--- src/rtl/iwin_pkg.sv ---
package iwin_pkg;

  typedef enum logic [1:0] {
    OP_PTR   = 2'd0,
    OP_DATA  = 2'd1,
    OP_CHASE = 2'd2,
    OP_NONE  = 2'd3
  } op_e;

  typedef enum logic [1:0] {
    SZ_BYTE = 2'd0,
    SZ_HALF = 2'd1,
    SZ_WORD = 2'd2,
    SZ_WIDE = 2'd3
  } size_e;

  // Byte enables for a data-port transfer of a given size and offset.
  function automatic logic [3:0] lane_mask(size_e sz, logic [1:0] ofs);
    case (sz)
      SZ_BYTE: return 4'b0001 << ofs;
      SZ_HALF: return ofs[1] ? 4'b1100 : 4'b0011;
      default: return 4'b1111;
    endcase
  endfunction

  // Write data copied into every lane; the enables pick the live one.
  function automatic logic [31:0] lane_spread(size_e sz, logic [31:0] d);
    case (sz)
      SZ_BYTE: return {4{d[7:0]}};
      SZ_HALF: return {2{d[15:0]}};
      default: return d;
    endcase
  endfunction

  // Extract and zero-extend the addressed lane of a read word.
  function automatic logic [31:0] lane_pick(size_e sz, logic [1:0] ofs, logic [31:0] r);
    logic [31:0] sh;
    sh = r >> {ofs, 3'b000};
    case (sz)
      SZ_BYTE: return {24'h0, sh[7:0]};
      SZ_HALF: return {16'h0, (ofs[1] ? r[31:16] : r[15:0])};
      default: return r;
    endcase
  endfunction

endpackage

--- src/rtl/iwin_ptr.sv ---
module iwin_ptr #(
  parameter int PTR_W = 32
) (
  input  logic             clk,
  input  logic             rst_n,
  input  logic             wr_en,
  input  logic [PTR_W-1:0] wr_val,
  input  logic             chase_en,
  input  logic [PTR_W-1:0] chase_val,
  output logic [PTR_W-1:0] ptr_q
);

  always_ff @(posedge clk) begin
    if (!rst_n)        ptr_q <= '0;
    else if (wr_en)    ptr_q <= wr_val;
    else if (chase_en) ptr_q <= chase_val;
  end

  AST_PTR_HOLD: assert property (@(posedge clk) disable iff (!rst_n)
    (!wr_en && !chase_en) |=> $stable(ptr_q)) else $error("pointer moved");
  AST_PTR_LOAD: assert property (@(posedge clk) disable iff (!rst_n)
    wr_en |=> (ptr_q == $past(wr_val))) else $error("pointer load lost");
  AST_CHASE_LOAD: assert property (@(posedge clk) disable iff (!rst_n)
    (chase_en && !wr_en) |=> (ptr_q == $past(chase_val))) else $error("follow load lost");

endmodule

--- src/rtl/iwin_lanes.sv ---
module iwin_lanes
  import iwin_pkg::*;
#(
  parameter int WORD_AW = 6,
  localparam int BYTE_AW = WORD_AW + 2
) (
  input  logic               clk,
  input  logic               rst_n,
  input  logic               data_fire,
  input  logic               chase_fire,
  input  logic               we,
  input  size_e              size,
  input  logic [1:0]         ofs,
  input  logic [31:0]        wdata,
  input  logic [BYTE_AW-1:0] ptr_lo,
  input  logic [BYTE_AW-1:0] chase_ofs,
  output logic               mem_req,
  output logic               mem_we,
  output logic [WORD_AW-1:0] mem_addr,
  output logic [3:0]         mem_be,
  output logic [31:0]        mem_wdata
);

  logic [BYTE_AW-1:0] chase_sum;
  logic               unused_sum_lo;

  assign chase_sum     = ptr_lo + chase_ofs;
  assign unused_sum_lo = ^chase_sum[1:0];

  always_comb begin
    mem_req   = data_fire | chase_fire;
    mem_we    = data_fire & we;
    mem_addr  = chase_fire ? chase_sum[BYTE_AW-1:2] : ptr_lo[BYTE_AW-1:2];
    mem_wdata = lane_spread(size, wdata);
    if (chase_fire)     mem_be = 4'b1111;
    else if (data_fire) mem_be = lane_mask(size, ofs);
    else                mem_be = 4'b0000;
  end

  AST_BYTE_ONEHOT: assert property (@(posedge clk) disable iff (!rst_n)
    (data_fire && size == SZ_BYTE) |-> ($countones(mem_be) == 1)) else $error("byte lanes");
  AST_HALF_PAIR: assert property (@(posedge clk) disable iff (!rst_n)
    (data_fire && size == SZ_HALF) |-> (mem_be == 4'b0011 || mem_be == 4'b1100)) else $error("half lanes");
  AST_WORD_FULL: assert property (@(posedge clk) disable iff (!rst_n)
    (mem_req && (size == SZ_WORD || chase_fire)) |-> (mem_be == 4'b1111)) else $error("word lanes");

endmodule

--- src/rtl/iwin_rdpath.sv ---
module iwin_rdpath
  import iwin_pkg::*;
(
  input  logic        clk,
  input  logic        rst_n,
  input  logic        mem_rd_fire,
  input  logic        ptr_rd_fire,
  input  size_e       size,
  input  logic [1:0]  ofs,
  input  logic [31:0] mem_rdata,
  input  logic [31:0] ptr_q,
  output logic [31:0] host_rdata,
  output logic        host_rvalid
);

  always_ff @(posedge clk) begin
    if (!rst_n) begin
      host_rvalid <= 1'b0;
      host_rdata  <= '0;
    end else begin
      host_rvalid <= mem_rd_fire | ptr_rd_fire;
      if (ptr_rd_fire)      host_rdata <= ptr_q;
      else if (mem_rd_fire) host_rdata <= lane_pick(size, ofs, mem_rdata);
    end
  end

  AST_RVALID_FOLLOWS: assert property (@(posedge clk) disable iff (!rst_n)
    mem_rd_fire |=> host_rvalid) else $error("read data missing");
  AST_RVALID_CAUSED: assert property (@(posedge clk) disable iff (!rst_n)
    (!mem_rd_fire && !ptr_rd_fire) |=> !host_rvalid) else $error("spurious read data");

endmodule

--- src/rtl/iwin_top.sv ---
module iwin_top
  import iwin_pkg::*;
#(
  parameter int WORD_AW = 6,
  localparam int BYTE_AW = WORD_AW + 2
) (
  input  logic               clk,
  input  logic               rst_n,
  input  logic               host_req,
  input  logic [1:0]         host_op,
  input  logic               host_we,
  input  logic [1:0]         host_size,
  input  logic [1:0]         host_ofs,
  input  logic [31:0]        host_wdata,
  output logic [31:0]        host_rdata,
  output logic               host_rvalid,
  output logic               mem_req,
  output logic               mem_we,
  output logic [WORD_AW-1:0] mem_addr,
  output logic [3:0]         mem_be,
  output logic [31:0]        mem_wdata,
  input  logic [31:0]        mem_rdata
);

  op_e         op;
  size_e       size;
  size_e       rd_size;
  logic        ptr_wr_fire;
  logic        ptr_rd_fire;
  logic        data_fire;
  logic        chase_fire;
  logic        mem_rd_fire;
  logic [31:0] ptr_q;

  assign op          = op_e'(host_op);
  assign size        = size_e'(host_size);
  assign ptr_wr_fire = host_req && op == OP_PTR && host_we;
  assign ptr_rd_fire = host_req && op == OP_PTR && !host_we;
  assign data_fire   = host_req && op == OP_DATA;
  assign chase_fire  = host_req && op == OP_CHASE;
  assign mem_rd_fire = (data_fire && !host_we) || chase_fire;
  assign rd_size     = chase_fire ? SZ_WORD : size;

  iwin_ptr #(.PTR_W(32)) u_ptr (
    .clk       (clk),
    .rst_n     (rst_n),
    .wr_en     (ptr_wr_fire),
    .wr_val    (host_wdata),
    .chase_en  (chase_fire),
    .chase_val (mem_rdata),
    .ptr_q     (ptr_q)
  );

  iwin_lanes #(.WORD_AW(WORD_AW)) u_lanes (
    .clk        (clk),
    .rst_n      (rst_n),
    .data_fire  (data_fire),
    .chase_fire (chase_fire),
    .we         (host_we),
    .size       (size),
    .ofs        (host_ofs),
    .wdata      (host_wdata),
    .ptr_lo     (ptr_q[BYTE_AW-1:0]),
    .chase_ofs  (host_wdata[BYTE_AW-1:0]),
    .mem_req    (mem_req),
    .mem_we     (mem_we),
    .mem_addr   (mem_addr),
    .mem_be     (mem_be),
    .mem_wdata  (mem_wdata)
  );

  iwin_rdpath u_rd (
    .clk         (clk),
    .rst_n       (rst_n),
    .mem_rd_fire (mem_rd_fire),
    .ptr_rd_fire (ptr_rd_fire),
    .size        (rd_size),
    .ofs         (host_ofs),
    .mem_rdata   (mem_rdata),
    .ptr_q       (ptr_q),
    .host_rdata  (host_rdata),
    .host_rvalid (host_rvalid)
  );

  AST_PTR_NO_MEM: assert property (@(posedge clk) disable iff (!rst_n)
    (host_req && (op == OP_PTR || op == OP_NONE)) |-> !mem_req) else $error("pointer op hit memory");
  AST_DATA_ONE_STROBE: assert property (@(posedge clk) disable iff (!rst_n)
    (data_fire && !$past(mem_req)) |-> mem_req) else $error("data op no strobe");
  AST_DATA_SAME_WORD: assert property (@(posedge clk) disable iff (!rst_n)
    ($past(data_fire) && data_fire) |-> $stable(mem_addr)) else $error("address advanced");

endmodule

--- config.mk ---
export PLATFORM = sky130hd
export DESIGN_NAME = iwin_top
export DESIGN_NICKNAME = d
export VERILOG_FILES = /design/src/rtl/iwin_pkg.sv /design/src/rtl/iwin_ptr.sv /design/src/rtl/iwin_lanes.sv /design/src/rtl/iwin_rdpath.sv /design/src/rtl/iwin_top.sv
export SDC_FILE = /design/constraint.sdc
export NUM_CORES = 1
export LEC_CHECK = 0
export ABC_AREA = 1
export BUFFER_PORTS_ARGS = -buffer_cell sky130_fd_sc_hd__buf_2
export CAP_MARGIN = 5
export CORE_ASPECT_RATIO = 0.5
export CORE_MARGIN = 10
export CORE_UTILIZATION = 50
export DETAILED_ROUTE_END_ITERATION = 8
export GPL_TIMING_DRIVEN = 0
export MAX_ROUTING_LAYER = met4
export PLACE_DENSITY = 0.8
export SETUP_SLACK_MARGIN = 0.15
export SYNTH_ARGS = -nofsm -noshare
export SYNTH_HDL_FRONTEND = slang
export SYNTH_SLANG_ARGS = --single-unit
--- constraint.sdc ---
create_clock -name clk -period 1.3 [get_ports clk]
set_input_delay 0.065 -clock clk [delete_from_list [all_inputs] [get_ports clk]]
set_output_delay 0.065 -clock clk [all_outputs]
set_load 0.005 [all_outputs]
After elaboration in Yosys (flattened, before gate mapping)
Index checks and enable logic that the tools add are counted.
{ "totals": {"ff_bits": 65, "inputBits": 74, "word_cells": 39} }
{ "classes": {"addsub": 1, "eq_ne": 4, "n_shift": 2, "n_mux": 13, "n_bitwise": 3, "n_reduce_logical": 13} }
{ "op_table": {"columns": ["op", "count"], "rows": [
  ["$mux 32", 4],
  ["$pmux 32 s2", 2],
  ["$shr 32x5->8", 1],
  ["$mux 16", 1],
  ["$mux 4", 3],
  ["$add 8x8->8", 1],
  ["$pmux 4 s2", 1],
  ["$eq 2x1->1 const B", 3],
  ["$logic_and 1x1->1", 6],
  ["$logic_not 2->1", 3],
  ["$mux 6", 1],
  ["$reduce_bool 2->1", 2],
  ["$shl 1x2->4 const A", 1],
  ["$eq 2x2->1 const B", 1],
  ["$mux 2", 1],
  ["$or 1x1->1", 2],
  ["$and 1x1->1", 1],
  ["$logic_not 1->1", 1],
  ["$logic_or 1x1->1", 1]
]} }

Longest topological paths before layout
Gate-level depths: netlist of the first run.
{ "depth": {"depth_word": 7, "ltp_mapped": 10, "depth_no_buf": 9} }

Modules after synthesis
A second synthesis of the first run with hierarchy kept.
{ "hier_totals": {"hier_cells": 714, "area_unflattened_um2": 4455.5} }
{ "by_module_without_submodules": {"columns": ["module", "instances", "cells_per_inst", "area_per_inst_um2", "seq_area_each_um2"], "rows": [
  ["iwin_rdpath", 1, 278, 1824.2, 660.6],
  ["iwin_ptr", 1, 243, 1614.0, 640.6],
  ["iwin_lanes", 1, 177, 954.7, 0.0],
  ["iwin_top", 1, 16, 62.6, 0.0]
]} }

Least setup slack after synthesis of the first run
OpenSTA, ideal clock, no wires.
{ "synth_path": {"path_kind": "register to output", "start": "register u_ptr.ptr_q[2]", "end": "output mem_addr[1]", "t_arrival_ns": 1.158, "required_time_ns": 1.235, "slack_ns": 0.077, "path_stages_with_launch": 7, "n_path_buf": 0, "cell_sequence": "dfxtp_1 -> ha_1 -> a21oi_1 -> nand2_1 -> nand2_1 -> nand2_1 -> o21ai_0"} }
{ "synth_between": {"elab_chain_cells": 2} }
{ "synth_lines": {"columns": ["item", "line_no", "text"], "rows": [
  ["from (decl)", "iwin_ptr.sv:10", "output logic [PTR_W-1:0] ptr_q"],
  ["from (signal assigned)", "iwin_ptr.sv:15", "else if (wr_en) ptr_q <= wr_val;"],
  ["from (signal assigned)", "iwin_ptr.sv:16", "else if (chase_en) ptr_q <= chase_val;"],
  ["$add 8x8->8", "iwin_lanes.sv:27", "assign chase_sum = ptr_lo + chase_ofs;"],
  ["$mux 6", "iwin_lanes.sv:33", "mem_addr = chase_fire ? chase_sum[BYTE_AW-1:2] : ptr_lo[BYTE_AW-1:2];"],
  ["to (decl)", "iwin_top.sv:19", "output logic [WORD_AW-1:0] mem_addr,"]
]} }
Every way passes these cells.

Worst setup path in the final report of the first run
{ "layout_path": {"start": "register u_ptr.ptr_q[5]", "end": "output mem_addr[4]"} }
The elaborated chain is that of the path after synthesis.

==> results of run 1 <==
state kept, by name, summed over array words and instances, names as in the netlist:
name,count
u_ptr.ptr_q,32
u_rd.host_rdata,32
u_rd.host_rvalid,1
synth_stat cells:
| cell | instances | area share (%) |
|---|---|---|
| o21ai_1 | 47 | 5.6 |
| xnor2_1 | 2 | 0.42 |
| nand3_2 | 1 | 0.24 |
| nand3_1 | 32 | 3.8 |
| nand4_1 | 9 | 1.3 |
| nor2_2 | 3 | 0.45 |
| nand2_4 | 1 | 0.27 |
| ha_1 | 6 | 1.8 |
| o21bai_1 | 1 | 0.18 |
| a211oi_1 | 1 | 0.18 |
| nor2_4 | 3 | 0.81 |
| a21oi_1 | 54 | 6.5 |
| clkbuf_1 | 14 | 1.3 |
| buf_1 | 1 | 0.090 |
| a31oi_1 | 6 | 0.90 |
| o21ai_0 | 45 | 5.4 |
| nand3b_1 | 1 | 0.18 |
| inv_1 | 55 | 4.9 |
| nand2_1 | 205 | 18 |
| nor3_1 | 2 | 0.24 |
| buf_2 | 18 | 2.2 |
| o221ai_1 | 8 | 1.7 |
| nand2_2 | 3 | 0.45 |
| inv_2 | 6 | 0.54 |
| nor2_8 | 1 | 0.48 |
| nor2_1 | 67 | 6.0 |
| clkinv_1 | 2 | 0.18 |
| o22ai_1 | 14 | 2.1 |
| dfxtp_1 | 65 | 31 |
| buf_4 | 13 | 2.3 |
area by class of cell:
cell class,instances,share of cell area (%)
Inverter,63,4.28
Clock inverter,6,1.57
Multi-Input combinational cell,512,44.6
Tap cell,112,2.44
Clock buffer,10,4.17
Timing Repair Buffer,162,14.9
Buffer,46,5.17
Sequential cell,65,22.9
power breakdown:
part           internal (µW)  switching, µW
clock                   1740            958
combinational            555            881
sequential              2090           62.4
final timing paths:
| check | start | to | slack, ns | cells after the start |
|---|---|---|---|---|
| max | u_ptr.ptr_q[5]$_SDFFE_PN0P_ | mem_addr[4] | -0.41 | 9 |
| max reg2reg | u_ptr.ptr_q[5]$_SDFFE_PN0P_ | u_rd.host_rdata[5]$_SDFFE_PN0P_ | 0.45 | 5 |
| min reg2reg | u_rd.host_rdata[4]$_SDFFE_PN0P_ | u_rd.host_rdata[4]$_SDFFE_PN0P_ | 0.45 | 2 |
| min | mem_rdata[5] | u_ptr.ptr_q[5]$_SDFFE_PN0P_ | 0.04 | 3 |
timing repair:
action	CTS	global route
pin swaps	10	10
setup endpoints to repair	41	55
resized for setup	31	45
buffers inserted	6	8
hold buffers	0	0
critical path, cell delays in order, from the launching register on:
cell	delay [ns]
dfxtp_2	0.33
ha_4	0.29
inv_2	0.04
o21bai_2	0.19
nor2_2	0.07
nand2_1	0.07
nand2_1	0.06
nand3_2	0.08
nand2_1	0.06
buf_2	0.13
routing by layer:
metal / global-route usage (%) / vias up / share of wire, %
met3: 7.98 / 70 / 12
met2: 46.2 / 388 / 45
met5: - / - / 0
li1: - / 2592 / -
met4: 9.83 / 0 / 2.8
met1: 36.4 / 2555 / 40
metrics by stage:
stage,hold slack (ns),area (µm²),worst slack [ns],std cells,total power [µW]
after detailed placement,0.387,5110,-0.312,946,3470
final,0.0381,5730,-0.412,976,6290
after floorplan,0.196,4230,0.151,686,2880
after global routing,0.0569,5730,-0.484,976,6470
after global placement,0.374,5110,-0.282,946,3450
after CTS,0.0328,5590,-0.389,968,6180
cell families after synthesis:
group | Yosys count | synth area share (%)
simple gates | 328 | 32.7
compound gates | 176 | 22.5
buf+inv | 109 | 11.5
flops | 65 | 31.1
fa+ha+maj | 6 | 1.79
xor+xnor | 2 | 0.419
==> out/results.ini, run 1 <==
[sta]
tightest_slew_ns=0.585
skew_ns=0.00556
final_max_slew_viol_count=0
slew_headroom_pct=60.6
rsz0062_at_grt=yes
fin_ws_ns=-0.412
setup_viol=6
tns_ns=-2.10
finalHoldViolCount=0
max_freq_mhz=584
finalCriticalPeriod_ns=1.71
post-route-period-util_pct=132

[cells_and_area]
regArea_um2=1310
antenna_cells=0
final_common_cell=nand2_1
n_fill_cell=744
fin_nets=939
post_route_cells_drive_above_1_share_pct=31.8
final_cell_mix=195 x nand2_1, 163 x buf_2, 65 x nor2_1
final_util_pct=71.2
multi_input_area_um2=2560
area_growth_pct=37.1

[clock_network]
root_buffer=clkbuf_16
insertion_delay_ns=0.34
clock_sinks=65
h-tree-depth=3
clk_pin_slew_ns=0.06
cts_made_buffers=9
clock_tree.buffer_depth=2
cts_tree=done

[placement]
io_buffer_count=148
gp_congestion=1.03
hpwl_um=14500

[synthesis]
yosysUniqueCellTypes=30
synth.avg_cell_area_um2=6.10
yosysSeqAreaShare_pct=31.1
yosysWarnings=0
synth_nets=766
syn_area_um2=4180
synth-seq-cells=65
synthCells=686

[setup_path]
crit_required_ns=1.24
critPathKind=reg -> out
cp.arrival_ns=1.65
cp-start-kind=flop
crit_path_end_kind=primary output
cp_max_fo=4

[die]
initial_core_util_pct=51.9
die_area_um2=12600
die_h_um=84.7
num_io_pins=151
num_rows=23
die_w_um=149
core_um2=8060

[detailed_routing]
routed_wl_um=19200
drtIter0Drc=832
first_pass_iters=6
antenna_left=0
avgRoutedWirePerCell_um=19.6
via_per_inst=5.74
vias=5605
drc=0

[status]
violations=setup timing
status=complete, but fails checks

[power_and_ir_drop]
p_leak_uw=0.00290
p_per_area_nw_per_um2=1100
irDropWorstVdd_mv=0.733

[global_route]
grt_pass1_wl_um=28600
overflow=0
grt_pass1_vias=5250
antenna_found_initial=0
grt_use_total_pct=29.7
grt_max_degree=13

[job]
maxCapViolations=0

[hold_path]
min_path_type=in -> reg

(Power assumes the default switching activity.)
==> run 2, diff against run 1 <==
- GPL_TIMING_DRIVEN: 0 -> not set
- MAX_ROUTING_LAYER: met4 -> not set
- SLEW_MARGIN: not set -> 20
==> run 2 against run 1 <==
  * The run still ends with setup timing left
  * First-iteration DRC count down 27%
  * Critical path depth unchanged
  * Non-clock buffer count decreased by 13
  * Flip-flop and latch count unchanged
  * Power decreased by 1.7%
  * Utilization is 0.33 points lower
  * Combinational power shrank 3%
  * Design area shrank 0.46%
  * Final cell count decreased by 1.3%
  * Global-route usage fell by 2.9 points
==> out/results.ini, run 2 (synthesis results as in run 1) <==
[status]
status=complete, but fails checks
violations=setup timing

[detailed_routing]
first_pass_iters=8
avgRoutedWirePerCell_um=18.3
via_per_inst=5.68
vias=5471
drc=0
antenna_left=0
routed_wl_um=17700
drtIter0Drc=604

[clock_network]
clk_pin_slew_ns=0.06
cts_tree=done
cts_made_buffers=9
root_buffer=clkbuf_16
clock_tree.buffer_depth=2
h-tree-depth=3
clock_sinks=65
insertion_delay_ns=0.34

[cells_and_area]
final_cell_mix=194 x nand2_1, 148 x buf_2, 66 x nor2_1
post_route_cells_drive_above_1_share_pct=30.3
area_growth_pct=36.5
antenna_cells=0
reg_top3=u_ptr.ptr_q (32), u_rd.host_rdata (32), u_rd.host_rvalid (1)
final_common_cell=nand2_1
fin_nets=926
n_fill_cell=708

[setup_path]
cp_slowest_stage_delay_ns=0.33
cp_num_cells=9
critPathMostFrequentCell=nand2_1
critical-path-top-delay-family=simple AND/OR/NAND/NOR gates
crit_required_ns=1.24
cp-start-kind=flop
reg2reg_depth=5
crit_chain=ha_4 -> nand4_1 -> nand2_2 -> nand2_2 -> nand2_1 -> nand2_1 -> nand3_1 -> nand2_1 -> buf_2
worst_path_max_delay_cell=dfxtp_2
worst-path-buf-inv=1
critPathKind=reg -> out
crit_path_end_kind=primary output
cp.arrival_ns=1.63
cp_max_fo=4

[die]
initial_core_util_pct=51.9
num_rows=23
die_w_um=149
die_area_um2=12600
core_um2=8060
die_h_um=84.7
num_io_pins=151

[sta]
setup_viol=6
hold_ws_ns=0.0232
skew_ns=0.00353
slew_headroom_pct=63.7
post-route-period-util_pct=131
fin_ws_ns=-0.399
final_max_slew_viol_count=0
max_freq_mhz=589
finalHoldViolCount=0
tightest_slew_ns=0.543
rsz0062_at_grt=yes
finalCriticalPeriod_ns=1.70

[placement]
gp_congestion=1.03
post-place-ws_ns=-0.0507
io_buffer_count=150
hpwl_um=13100

[hold_path]
min_path_type=in -> reg
worstHoldPathCells=3

[power_and_ir_drop]
p_leak_uw=0.00287
irDropWorstVdd_mv=0.685
p_per_area_nw_per_um2=1080

[global_route]
grt_max_degree=33
grt_pass1_vias=5091
grt_use_total_pct=26.7
grt_pass1_wl_um=27100
antenna_found_initial=0
overflow=0

[job]
maxCapViolations=0

[run 2: worst reg2reg max path: cells and delay by family, from the launching register on]
kind / cells / cell delay, ns
buffers and inverters: 1 / 0.14
DFF: 1 / 0.35
and+or+nand+nor: 4 / 0.25
[run 2: metrics by stage]
stage               cells  utilization (%)  power (µW)  setup TNS, ns  instance area (µm²)
finish                963             70.8        6180          -2.08                 5710
global route          963             70.8        6390          -2.48                 5710
detailed placement    941             64.7        3480         -0.140                 5220
CTS                   960             69.8        6120          -1.92                 5620
global placement      941             64.7        3460              0                 5220
floorplan             686                -        2880              0                 4230
[run 2: worst paths after layout]
| check | end | start | slack (ns) |
|---|---|---|---|
| worst max-delay path | mem_addr[2] | u_ptr.ptr_q[2]$_SDFFE_PN0P_ | -0.40 |
| worst min-delay path | u_rd.host_rdata[23]$_SDFFE_PN0P_ | mem_rdata[23] | 0.02 |
| worst max register to register | u_rd.host_rdata[4]$_SDFFE_PN0P_ | u_ptr.ptr_q[4]$_SDFFE_PN0P_ | 0.45 |
| worst min register to register | u_rd.host_rdata[1]$_SDFFE_PN0P_ | u_rd.host_rdata[1]$_SDFFE_PN0P_ | 0.45 |
[run 2: power by group]
part | leakage [µW] | switching [µW] | internal (µW)
Sequential | 0.000532 | 62.9 | 2090
Clock | 0.000149 | 946 | 1680
Combinational | 0.00219 | 832 | 562
[run 2: area by class of cell]
cell class / count / area [µm²] / share of cell area (%)
Clock buffer: 10 / 229 / 4.01
Tap cell: 112 / 140 / 2.46
Clock inverter: 6 / 92.6 / 1.62
Timing Repair Buffer: 195 / 1150 / 20.2
Inverter: 63 / 240 / 4.21
Multi-Input combinational cell: 512 / 2540 / 44.6
Sequential cell: 65 / 1310 / 23.0
[run 2: repair_timing]
item	CTS	global route
hold buffers	0	0
pin swaps	8	6
setup buffers	3	3
setup endpoints to repair	6	10
resized for setup	16	17
[run 2: routing by layer]
| layer | part of all wire (%) | track usage [%] | up-vias | wire length, µm |
|---|---|---|---|---|
| li1 | - | - | 2566 | - |
| met1 | 40 | 33.0 | 2502 | 7130 |
| met2 | 45 | 42.4 | 349 | 7980 |
| met3 | 12 | 8.73 | 54 | 2040 |
| met4 | 2.9 | 10.1 | 0 | 518 |
| met5 | 0 | 0 | - | 0 |
